**config.mk**
```make
export PLATFORM = sky130hd
export DESIGN_NAME = page_walker
export DESIGN_NICKNAME = d
export VERILOG_FILES = /design/src/rtl/page_walker_pkg.sv /design/src/rtl/pw_addr_calc.sv /design/src/rtl/pw_leaf_eval.sv /design/src/rtl/page_walker.sv
export SDC_FILE = /design/constraint.sdc
export NUM_CORES = 1
export LEC_CHECK = 0
export BUFFER_PORTS_ARGS = -buffer_cell sky130_fd_sc_hd__buf_4
export CAP_MARGIN = 20
export CORE_ASPECT_RATIO = 1.75
export CORE_MARGIN = 2
export CORE_UTILIZATION = 45
export CTS_BUF_LIST = sky130_fd_sc_hd__clkbuf_2
export DETAILED_ROUTE_END_ITERATION = 10
export HOLD_SLACK_MARGIN = 0.05
export PLACE_DENSITY = 0.78
export SYNTH_ARGS = -nofsm -noshare
export SYNTH_HDL_FRONTEND = slang
export SYNTH_SLANG_ARGS = --single-unit
export TNS_END_PERCENT = 1
```
**constraint.sdc**
```tcl
create_clock -name clk -period 2.8 [get_ports clk]
set_input_delay 0.28 -clock clk [delete_from_list [all_inputs] [get_ports clk]]
set_output_delay 0.28 -clock clk [all_outputs]
set_load 0.05 [all_outputs]
```
**src/rtl/page_walker_pkg.sv**
```systemverilog
package page_walker_pkg;

   typedef enum logic [2:0] {
      WS_IDLE,
      WS_DIR_RD,
      WS_DIR_WB,
      WS_TBL_RD,
      WS_TBL_WB,
      WS_RESP
   } walk_state_e;

   // entry flag positions decoded by the walker
   localparam int unsigned EB_PRESENT = 0;
   localparam int unsigned EB_WRITE   = 1;
   localparam int unsigned EB_USER    = 2;
   localparam int unsigned EB_ACCESS  = 5;
   localparam int unsigned EB_DIRTY   = 6;
   localparam int unsigned EB_SIZE    = 7;

   // error code fields
   localparam int unsigned ERR_W      = 3;
   localparam int unsigned EC_PROT    = 0;
   localparam int unsigned EC_WRITE   = 1;
   localparam int unsigned EC_USER    = 2;

endpackage

```
**src/rtl/pw_addr_calc.sv**
```systemverilog
module pw_addr_calc #(
   parameter int unsigned AW         = 32,
   parameter int unsigned PAGE_SHIFT = 12,
   parameter int unsigned IDX_W      = 10
) (
   input  logic [AW-1:0]            dir_base,
   input  logic [AW-1:0]            dir_entry,
   input  logic [AW-PAGE_SHIFT-1:0] vpn,
   input  logic [AW-1:0]            a20_mask,
   output logic [AW-1:0]            dir_addr,
   output logic [AW-1:0]            tbl_addr
);
   localparam int unsigned VPN_W = AW - PAGE_SHIFT;
   localparam logic [AW-1:0] FRAME_MASK = {{VPN_W{1'b1}}, {PAGE_SHIFT{1'b0}}};

   logic [AW-1:0] dir_off;
   logic [AW-1:0] tbl_off;

   assign dir_off  = {{(AW-IDX_W-2){1'b0}}, vpn[VPN_W-1 -: IDX_W], 2'b00};
   assign tbl_off  = {{(AW-IDX_W-2){1'b0}}, vpn[IDX_W-1:0], 2'b00};

   assign dir_addr = ((dir_base  & FRAME_MASK) + dir_off) & a20_mask;
   assign tbl_addr = ((dir_entry & FRAME_MASK) + tbl_off) & a20_mask;

endmodule

```
**src/rtl/pw_leaf_eval.sv**
```systemverilog
module pw_leaf_eval
   import page_walker_pkg::*;
#(
   parameter int unsigned AW            = 32,
   parameter int unsigned PAGE_SHIFT    = 12,
   parameter int unsigned IDX_W         = 10,
   parameter bit          LARGE_PAGE_EN = 1'b1
) (
   input  logic [AW-1:0]            dir_entry,
   input  logic [AW-1:0]            tbl_entry,
   input  logic [AW-PAGE_SHIFT-1:0] vpn,
   input  logic                     is_write,
   input  logic                     is_user,
   input  logic                     wp_en,
   input  logic                     pse_en,
   input  logic [AW-1:0]            a20_mask,
   output logic                     is_big,
   output logic                     prot_fault,
   output logic                     leaf_wb_need,
   output logic [AW-1:0]            leaf_wb_data,
   output logic                     perm_wr,
   output logic [AW-1:0]            pa_page
);
   localparam int unsigned VPN_W    = AW - PAGE_SHIFT;
   localparam int unsigned BIG_SHIFT = PAGE_SHIFT + IDX_W;
   localparam logic [AW-1:0] FRAME_MASK = {{VPN_W{1'b1}}, {PAGE_SHIFT{1'b0}}};
   localparam logic [AW-1:0] BIG_MASK   = {{(AW-BIG_SHIFT){1'b1}}, {BIG_SHIFT{1'b0}}};
   localparam logic [AW-1:0] ACC_BIT    = AW'(1) << EB_ACCESS;
   localparam logic [AW-1:0] DRT_BIT    = AW'(1) << EB_DIRTY;

   logic [AW-1:0] leaf;
   logic [AW-1:0] eff;
   logic [AW-1:0] leaf_new;
   logic [AW-1:0] va_page;
   logic [AW-1:0] pa_small;
   logic [AW-1:0] pa_large;
   logic          wr_allowed;

   generate
      if (LARGE_PAGE_EN) begin : g_large
         assign is_big = dir_entry[EB_SIZE] & pse_en;
      end else begin : g_small_only
         assign is_big = 1'b0;
      end
   endgenerate

   assign leaf     = is_big ? dir_entry : tbl_entry;
   assign eff      = is_big ? dir_entry : (dir_entry & tbl_entry);
   assign leaf_new = leaf | ACC_BIT | (is_write ? DRT_BIT : '0);

   assign wr_allowed   = is_user ? eff[EB_WRITE] : (!wp_en || eff[EB_WRITE]);
   assign prot_fault   = is_user ? (!eff[EB_USER] || (is_write && !eff[EB_WRITE]))
                                 : (is_write && wp_en && !eff[EB_WRITE]);
   assign leaf_wb_need = !leaf[EB_ACCESS] || (is_write && !leaf[EB_DIRTY]);
   assign leaf_wb_data = leaf_new;
   assign perm_wr      = leaf_new[EB_DIRTY] && wr_allowed;

   assign va_page  = {vpn, {PAGE_SHIFT{1'b0}}};
   assign pa_small = tbl_entry & FRAME_MASK & a20_mask;
   assign pa_large = (dir_entry & BIG_MASK & a20_mask) + (va_page & ~BIG_MASK);
   assign pa_page  = is_big ? pa_large : pa_small;

endmodule

```
**src/rtl/page_walker.sv**
```systemverilog
module page_walker
   import page_walker_pkg::*;
#(
   parameter int unsigned AW            = 32,
   parameter int unsigned PAGE_SHIFT    = 12,
   parameter bit          LARGE_PAGE_EN = 1'b1
) (
   input  logic              clk,
   input  logic              rst_n,
   input  logic              req_valid,
   input  logic [AW-1:0]     req_vaddr,
   input  logic              req_write,
   input  logic              req_user,
   input  logic              pg_en,
   input  logic              wp_en,
   input  logic              pse_en,
   input  logic [AW-1:0]     dir_base,
   input  logic [AW-1:0]     a20_mask,
   output logic              mem_valid,
   output logic              mem_write,
   output logic [AW-1:0]     mem_addr,
   output logic [AW-1:0]     mem_wdata,
   input  logic              mem_ready,
   input  logic [AW-1:0]     mem_rdata,
   output logic              done,
   output logic              fault,
   output logic [ERR_W-1:0]  err_code,
   output logic [AW-1:0]     pa_page,
   output logic              page_big,
   output logic              perm_wr
);
   localparam int unsigned VPN_W = AW - PAGE_SHIFT;
   localparam int unsigned IDX_W = PAGE_SHIFT - 2;
   localparam logic [AW-1:0] FRAME_MASK = {{VPN_W{1'b1}}, {PAGE_SHIFT{1'b0}}};
   localparam logic [AW-1:0] ACC_BIT    = AW'(1) << EB_ACCESS;

   generate
      if (AW != 32 || PAGE_SHIFT != 12) begin : g_bad_geometry
         $error("page_walker: entry layout needs AW=32 and PAGE_SHIFT=12");
      end
      if (VPN_W != 2 * IDX_W) begin : g_bad_levels
         $error("page_walker: two index fields must fill the page number");
      end
   endgenerate

   walk_state_e state_q, state_d;
   logic [AW-1:0] dir_q, tbl_q;
   logic [AW-1:0] dir_cur, tbl_cur;
   logic [AW-1:0] dir_addr, tbl_addr;
   logic [AW-PAGE_SHIFT-1:0] vpn;

   logic          is_big, prot_fault, leaf_wb_need, perm_wr_w;
   logic [AW-1:0] leaf_wb_data, pa_walk, pa_flat;

   logic          res_set, res_fault, res_prot;
   logic          busy;

   logic              fault_q, big_q, pw_q;
   logic [ERR_W-1:0]  err_q;
   logic [AW-1:0]     pa_q;

   assign vpn     = req_vaddr[AW-1:PAGE_SHIFT];
   assign dir_cur = (state_q == WS_DIR_RD) ? mem_rdata : dir_q;
   assign tbl_cur = (state_q == WS_TBL_RD) ? mem_rdata : tbl_q;
   assign pa_flat = req_vaddr & FRAME_MASK & a20_mask;
   assign busy    = (state_q != WS_IDLE);

   pw_addr_calc #(
      .AW         (AW),
      .PAGE_SHIFT (PAGE_SHIFT),
      .IDX_W      (IDX_W)
   ) u_addr (
      .dir_base  (dir_base),
      .dir_entry (dir_q),
      .vpn       (vpn),
      .a20_mask  (a20_mask),
      .dir_addr  (dir_addr),
      .tbl_addr  (tbl_addr)
   );

   pw_leaf_eval #(
      .AW            (AW),
      .PAGE_SHIFT    (PAGE_SHIFT),
      .IDX_W         (IDX_W),
      .LARGE_PAGE_EN (LARGE_PAGE_EN)
   ) u_leaf (
      .dir_entry    (dir_cur),
      .tbl_entry    (tbl_cur),
      .vpn          (vpn),
      .is_write     (req_write),
      .is_user      (req_user),
      .wp_en        (wp_en),
      .pse_en       (pse_en),
      .a20_mask     (a20_mask),
      .is_big       (is_big),
      .prot_fault   (prot_fault),
      .leaf_wb_need (leaf_wb_need),
      .leaf_wb_data (leaf_wb_data),
      .perm_wr      (perm_wr_w),
      .pa_page      (pa_walk)
   );

   // memory port driven from the walk state
   always_comb begin
      mem_valid = 1'b0;
      mem_write = 1'b0;
      mem_addr  = dir_addr;
      mem_wdata = '0;
      unique case (state_q)
         WS_DIR_RD: begin
            mem_valid = 1'b1;
         end
         WS_DIR_WB: begin
            mem_valid = 1'b1;
            mem_write = 1'b1;
            mem_wdata = is_big ? leaf_wb_data : (dir_q | ACC_BIT);
         end
         WS_TBL_RD: begin
            mem_valid = 1'b1;
            mem_addr  = tbl_addr;
         end
         WS_TBL_WB: begin
            mem_valid = 1'b1;
            mem_write = 1'b1;
            mem_addr  = tbl_addr;
            mem_wdata = leaf_wb_data;
         end
         default: ;
      endcase
   end

   // next state and result selection
   always_comb begin
      state_d   = state_q;
      res_set   = 1'b0;
      res_fault = 1'b0;
      res_prot  = 1'b0;
      unique case (state_q)
         WS_IDLE: begin
            if (req_valid) begin
               if (pg_en) begin
                  state_d = WS_DIR_RD;
               end else begin
                  state_d = WS_RESP;
                  res_set = 1'b1;
               end
            end
         end
         WS_DIR_RD: begin
            if (mem_ready) begin
               if (!mem_rdata[EB_PRESENT]) begin
                  state_d   = WS_RESP;
                  res_set   = 1'b1;
                  res_fault = 1'b1;
               end else if (is_big) begin
                  if (prot_fault) begin
                     state_d   = WS_RESP;
                     res_set   = 1'b1;
                     res_fault = 1'b1;
                     res_prot  = 1'b1;
                  end else if (leaf_wb_need) begin
                     state_d = WS_DIR_WB;
                  end else begin
                     state_d = WS_RESP;
                     res_set = 1'b1;
                  end
               end else if (!mem_rdata[EB_ACCESS]) begin
                  state_d = WS_DIR_WB;
               end else begin
                  state_d = WS_TBL_RD;
               end
            end
         end
         WS_DIR_WB: begin
            if (mem_ready) begin
               if (is_big) begin
                  state_d = WS_RESP;
                  res_set = 1'b1;
               end else begin
                  state_d = WS_TBL_RD;
               end
            end
         end
         WS_TBL_RD: begin
            if (mem_ready) begin
               if (!mem_rdata[EB_PRESENT]) begin
                  state_d   = WS_RESP;
                  res_set   = 1'b1;
                  res_fault = 1'b1;
               end else if (prot_fault) begin
                  state_d   = WS_RESP;
                  res_set   = 1'b1;
                  res_fault = 1'b1;
                  res_prot  = 1'b1;
               end else if (leaf_wb_need) begin
                  state_d = WS_TBL_WB;
               end else begin
                  state_d = WS_RESP;
                  res_set = 1'b1;
               end
            end
         end
         WS_TBL_WB: begin
            if (mem_ready) begin
               state_d = WS_RESP;
               res_set = 1'b1;
            end
         end
         WS_RESP: begin
            state_d = WS_IDLE;
         end
         default: begin
            state_d = WS_IDLE;
         end
      endcase
   end

   always_ff @(posedge clk) begin
      if (!rst_n) begin
         state_q <= WS_IDLE;
         dir_q   <= '0;
         tbl_q   <= '0;
         fault_q <= 1'b0;
         err_q   <= '0;
         pa_q    <= '0;
         big_q   <= 1'b0;
         pw_q    <= 1'b0;
      end else begin
         state_q <= state_d;
         if (state_q == WS_DIR_RD && mem_ready) begin
            dir_q <= mem_rdata;
         end
         if (state_q == WS_TBL_RD && mem_ready) begin
            tbl_q <= mem_rdata;
         end
         if (res_set) begin
            fault_q <= res_fault;
            if (res_fault) begin
               err_q[EC_PROT]  <= res_prot;
               err_q[EC_WRITE] <= req_write;
               err_q[EC_USER]  <= req_user;
               pa_q            <= '0;
               big_q           <= 1'b0;
               pw_q            <= 1'b0;
            end else begin
               err_q <= '0;
               pa_q  <= pg_en ? pa_walk : pa_flat;
               big_q <= pg_en && is_big;
               pw_q  <= pg_en ? perm_wr_w : 1'b1;
            end
         end
      end
   end

   assign done     = (state_q == WS_RESP);
   assign fault    = fault_q;
   assign err_code = err_q;
   assign pa_page  = pa_q;
   assign page_big = big_q;
   assign perm_wr  = pw_q;

endmodule

```
After elaboration in Yosys (flattened, before gate mapping)
Cells that the tools add are included.

Flip-flop bits (word level): 105. Word-level logic and storage cells: 110. Bits of input ports: 137.

Reductions and logical operators: 21. Equal/unequal tests: 10. Add/sub/neg operators: 3. Multiplexer cells: 60. Bitwise operators: 8.

Operators by type and width (count): two-way mux 32 bit (8); bitwise AND 32 bit (5); adder 32 x 12 -> 32 bit (2); one-hot mux 32 bit (2 select lines) (1); two-way mux 3 bit (13); two-way mux 1 bit (33); adder 32 x 22 -> 32 bit (1); bitwise OR 32 bit (1); one-hot mux 3 bit (5 select lines) (1); != test 2 bit, second input constant (5); logical AND 1 bit (8); two-way mux 7 bit (1); == test 3 x 2 -> 1 bit, second input constant (2); == test 3 bit, second input constant (2); zero test 1 bit (5); one-hot mux 1 bit (5 select lines) (1); AND reduction 5 bit (1); one-hot mux 1 bit (2 select lines) (2); OR reduction 2 bit (2); OR reduction 4 bit (1); bitwise AND 3 bit (1); == test 3 x 1 -> 1 bit, second input constant (1); zero test 3 bit (1); logical OR 1 bit (3); bitwise AND 1 bit (1).

Longest topological paths before layout
Depth in word-level cells: 14. Depth in mapped cells: 11. Gate-level depth less buffers: 7.

Hierarchy
A second synthesis with hierarchy kept.

Cells, all modules: 986. Area, all modules: 7089.3 sq um.

By module, submodules not included: page_walker (area an instance 5918.2 sq um, seq. area each 2102.0 sq um, times used 1, cells an instance 778); pw_leaf_eval (area an instance 762.0 sq um, seq. area each 0.0 sq um, times used 1, cells an instance 143); pw_addr_calc (area an instance 409.1 sq um, seq. area each 0.0 sq um, times used 1, cells an instance 65).

Worst setup path after synthesis
Ideal clock, no wire load.

Path type: reg2out. Start point: reg state_q[0]. End point: out mem_wdata[10]. Data arrival time: 2.755 ns. Buffers on the path: 2. Required time: 2.520 ns. Slack: -0.235 ns. Cell stages (with the launch flop): 7. Path through: dfxtp_1 > or3b_1 > mux2_4 > clkbuf_1 > clkbuf_1 > a21oi_1 > o21ai_0.

Longest elaborated chain between the ends: 7. Elaborated cells between the ends (all ways): 11. Those cells by class: eq/ne: 4; mux: 5; bitwise: 2.

Ends and longest elaborated chain: from (decl) (RTL line page_walker.sv:46) `walk_state_e state_q, state_d;`; from (signal assigned) (RTL line page_walker.sv:229) `state_q <= state_d;`; == test 3 x 1 -> 1 bit (RTL line page_walker.sv:63) `assign dir_cur = (state_q == WS_DIR_RD) ? mem_rdata : dir_q;`; two-way mux 32 bit (RTL line page_walker.sv:63); bitwise AND 1 bit (RTL line pw_leaf_eval.sv:41) `assign is_big = dir_entry[EB_SIZE] & pse_en;`; two-way mux 32 bit (RTL line pw_leaf_eval.sv:47) `assign leaf = is_big ? dir_entry : tbl_entry;`; bitwise OR 32 bit (RTL line pw_leaf_eval.sv:49) `assign leaf_new = leaf | ACC_BIT | (is_write ? DRT_BIT : '0);`; two-way mux 32 bit (RTL line page_walker.sv:116) `mem_wdata = is_big ? leaf_wb_data : (dir_q | ACC_BIT);`; one-hot mux 32 bit (2 select lines) * (RTL line page_walker.sv:109) `unique case (state_q)`; to (decl) (RTL line page_walker.sv:22) `output logic [AW-1:0] mem_wdata,`.

Every way passes the cells marked *; elsewhere a longest branch is shown, timed or not.

Final worst setup path
Start point: reg state_q[2]. End point: out mem_wdata[16].

Same word-level chain as after synthesis.

==> impl_results.rst <==
.. list-table::
   :header-rows: 1

   * - Metric
     - Value
   * - Run status
     - finished, violations left
   * - Violations in the final reports
     - negative setup slack
   * - Top cells by count, synth
     - nand2_1 (305), a21oi_1 (118), dfxtp_1 (93), clkbuf_1 (58), o21ai_0 (35)
   * - Skew-Pair Late Insertion Delay
     - roughly 0.60 ns
   * - Compound-cell area share of the yosys netlist
     - just over 30%
   * - Wire length per cell after detailed routing
     - roughly 18 um
   * - Overall fraction of global-route tracks in use
     - roughly a third
   * - Arrival @ worst endpoint
     - 2.66 ns
   * - Setup violations, final
     - 36
   * - Maximum VDD drop
     - 0.249 mV
   * - Buffers added on ports
     - roughly 200
   * - Pre-antenna DRT Iters
     - 5
   * - Instance area at placement
     - between 7000 and 8000 sq um
   * - Global routing met2 resource utilization
     - between 50% and 60%
   * - Number of remaining DRC errors
     - 0
   * - Worst Skew
     - ~0.038 ns
   * - Placer congestion estimate
     - 0.925
   * - Area growth, synth to finish
     - 53.9%
   * - Cell with the most instances after synthesis
     - nand2_1
   * - Req. time, crit path
     - roughly 2.5 ns
   * - Largest net degree at the start of global routing
     - 46
   * - Number of endpoints with negative hold slack in the final report
     - 0
   * - CTS root buf
     - clkbuf_2
   * - Hold path endpoint
     - pa_page[20]
   * - Dominant synthesized flop cell
     - dfxtp_1
   * - Post-Syn Area
     - 5680 sq um
   * - Fraction of the yosys area taken by sequential cells
     - approximately a third
   * - Area share of and/or/nand/nor cells after synthesis
     - between 20% and 30%
   * - Maximum Capacitance Violations
     - 0
   * - FF-to-FF End
     - pa_page[30]
   * - Initial antenna violation count
     - 1
   * - Startpoint types
     - register
   * - Met3 usage
     - just under 5%
   * - Initial Utilization
     - a little under half
   * - Worst reg2reg path startpoint
     - state_q[2]
   * - GR Util met1
     - ~37%
   * - Least-Margin Pin Slew
     - between 0.5 and 0.6 ns
   * - H-tree lvl count
     - 3
   * - Congestion Overflow GR
     - 0
   * - First-pass GRT wire length
     - ~34 mm
   * - Vertical extent of the die
     - about 150 um
   * - Share of cells above drive strength 1
     - between 20% and 30%
   * - Clock transition at the register clock pins on the worst setup and hold paths after CTS
     - slightly below 0.3 ns
   * - Setup repair after global routing missed its margin
     - yes
   * - Post-route total power
     - ~3.5 mW
   * - CTS max path bufs
     - 2
   * - Clock buffers created by TritonCTS
     - 9
   * - Max-slew violations
     - 0
   * - Vias/cell
     - between 5 and 6
   * - Yosys top cell by area
     - dfxtp_1
   * - Adder-cell area share of the yosys netlist
     - 0%
   * - Utilization after layout
     - a little over two thirds
   * - Number of flip-flops and latches in the synthesized netlist
     - 93
   * - Async SR Flop Fraction
     - 0%
   * - Setup WS post-layout
     - -0.138 ns
   * - Cells on worst reg2reg path
     - 9
   * - Most area-consuming cells after synthesis
     - dfxtp_1 (33%), nand2_1 (20%), a21oi_1 (10%)
   * - Combinational family with the most area after synthesis
     - compound AO/OA/AOI/OAI gates
   * - Final Cycle Share
     - 105%
   * - Final Net Count
     - 1243
   * - DIE WIDTH
     - around 90 um
   * - Floorplan Core Area
     - roughly 12000 sq um
   * - Clock tree sinks
     - 93
   * - Worst hold slack
     - 0.0622 ns
   * - Min cycle time layout
     - around 3 ns
   * - Startpoint-to-endpoint class of the critical path
     - register to output pin
   * - Power density over cell area
     - slightly above 400 nW/um^2
   * - Largest fanout of any net on the critical path
     - 21
   * - Mean cell area of the mapped netlist
     - 6.72 sq um
   * - Relative slew slack
     - 65.9%
   * - Yosys warning count
     - 0
   * - Area of the die
     - roughly 14000 sq um
   * - Vias
     - between 7000 and 8000
   * - Final Non-Filler Cells
     - approximately 1300
   * - Post-synth EDFFs
     - 0
   * - Class of the tightest hold or removal check
     - input pin to register
   * - Antenna-violating nets left
     - 0
   * - Pleak
     - ~3.5 nW
   * - Number of instances in the placed design
     - approximately 1200
   * - Minimum setup slack among reg-to-reg paths
     - -0.02 ns
   * - Endpoint type of the worst setup path
     - output pin
   * - Number of fill cells
     - 1015
   * - Number of library cell types mapped by synthesis
     - between 50 and 60
   * - Area of all placed cells without fillers
     - roughly 8700 sq um
   * - TritonCTS clock tree
     - yes
   * - HPWL after detailed placement
     - between 10 and 15 mm
   * - Detailed Route Iter0 Violations
     - about 650
   * - Fmax
     - around 0.34 GHz
   * - Launch point of the worst hold path
     - req_vaddr[20]
   * - Floorplan row count
     - 54
   * - Share of Yosys cell area claimed by the top area cell type
     - roughly a third
   * - Gate count of the mapped netlist
     - around 850
   * - Count of boundary I/O pins
     - ~240
   * - Worst hold path stage count
     - 5
   * - Total length of routed wires
     - between 20 and 25 mm
   * - Layer with the highest usage after global routing
     - met2
   * - Post-synthesis xor/xnor area fraction
     - 0.154%
   * - Via count of the first global-routing pass
     - between 6000 and 7000
   * - Mux share of post-synthesis cell area
     - approximately 1.8%
-- cell families (layout without fill, tap and decap cells) --
logic type	count (synthesis)	after routing
mux	9	9
flops	93	93
compound gates	276	276
xor+xnor	1	1
other cells	1	15
simple gates	381	381
buf+inv	84	337
-- state kept, by name, summed over array words and instances (netlist names) --
register and flops:
err_code 3, fault 1, page_big 1, tbl_q 32, pa_page 20, dir_q 32, perm_wr 1, state_q 3
-- layout by cell type (no fill, tap or decap), types with 12 or more instances in the layout --
cell,synthesis,routed
buf_4,17,192
a21oi_1,118,101
dfxtp_1,93,90
nand3_1,12,12
a21oi_2,0,16
o21ai_0,35,26
nand2_1,305,303
o2bb2ai_1,23,22
conb_1,1,14
nor2_1,21,20
a21boi_1,0,17
a31oi_1,21,20
buf_6,0,46
dlygate4sd3_1,0,73
a21boi_2,0,13
-- worst max-delay path by stage --
stage,cells past startpoint,slack [ns],start,to
after detailed placement,9,0.13,state_q[2],pa_page[16]
final,8,-0.14,state_q[2],mem_wdata[16]
after global routing,8,-0.21,state_q[2],mem_wdata[2]
after floorplan,6,-0.23,state_q[0],mem_wdata[11]
after CTS,9,-0.16,state_q[1],mem_wdata[6]
after global placement,9,0.18,state_q[2],pa_page[23]
-- layout make-up --
cell class | count | area [sq um] | share of cell area [%]
Inverter | 3 | 11.3 | 0.129
Clock inverter | 7 | 58.8 | 0.672
Sequential cell | 93 | 1870 | 21.4
Antenna cell | 1 | 2.50 | 0.0286
Clock buffer | 9 | 45.0 | 0.515
Timing Repair Buffer | 318 | 2840 | 32.5
Multi-Input combinational cell | 681 | 3700 | 42.4
Tap cell | 168 | 210 | 2.40
-- critical path, cell delays in order, from the launching register on --
cell	delay, ns
dfxtp_4	0.41
or3b_4	0.43
buf_12	0.15
mux2i_4	0.20
buf_6	0.25
a21oi_1	0.10
o21ai_0	0.23
nand2_1	0.09
buf_4	0.20
-- per-stage QoR --
| stage | setup slack [ns] | setup TNS (ns) |
|---|---|---|
| finish | -0.138 | -2.41 |
| CTS | -0.163 | -2.69 |
| floorplan | -0.235 | -7.23 |
| global placement | 0.178 | 0 |
| detailed placement | 0.131 | 0 |
| global route | -0.209 | -6.48 |
-- report_power, final --
part | total (mW) | leakage, nW | internal, mW | switching [mW]
registers | 1.43 | 0.755 | 1.38 | 0.0453
clock network | 0.631 | 0.0591 | 0.128 | 0.503
logic | 1.49 | 2.68 | 0.586 | 0.904
total | 3.55 | 3.49 | 2.10 | 1.45
-- repair_timing --
item | CTS | global route
setup buffers | 9 | 1
hold endpoints to repair | 89 | 0
gates cloned | 2 | 0
endpoints found under the setup margin | 60 | 84
resized for setup | 71 | 78
pin swaps | 8 | 5
hold buffers | 73 | 0
-- metal layers --
metal  vias to the layer above  part of all wire [%]
met2                       420                    50
li1                       3397                     -
met1                      3358                    36
met5                         -                     0
met3                        96                   8.0
met4                         0                   5.4
No activity file was read; power rests on OpenSTA's default activity.
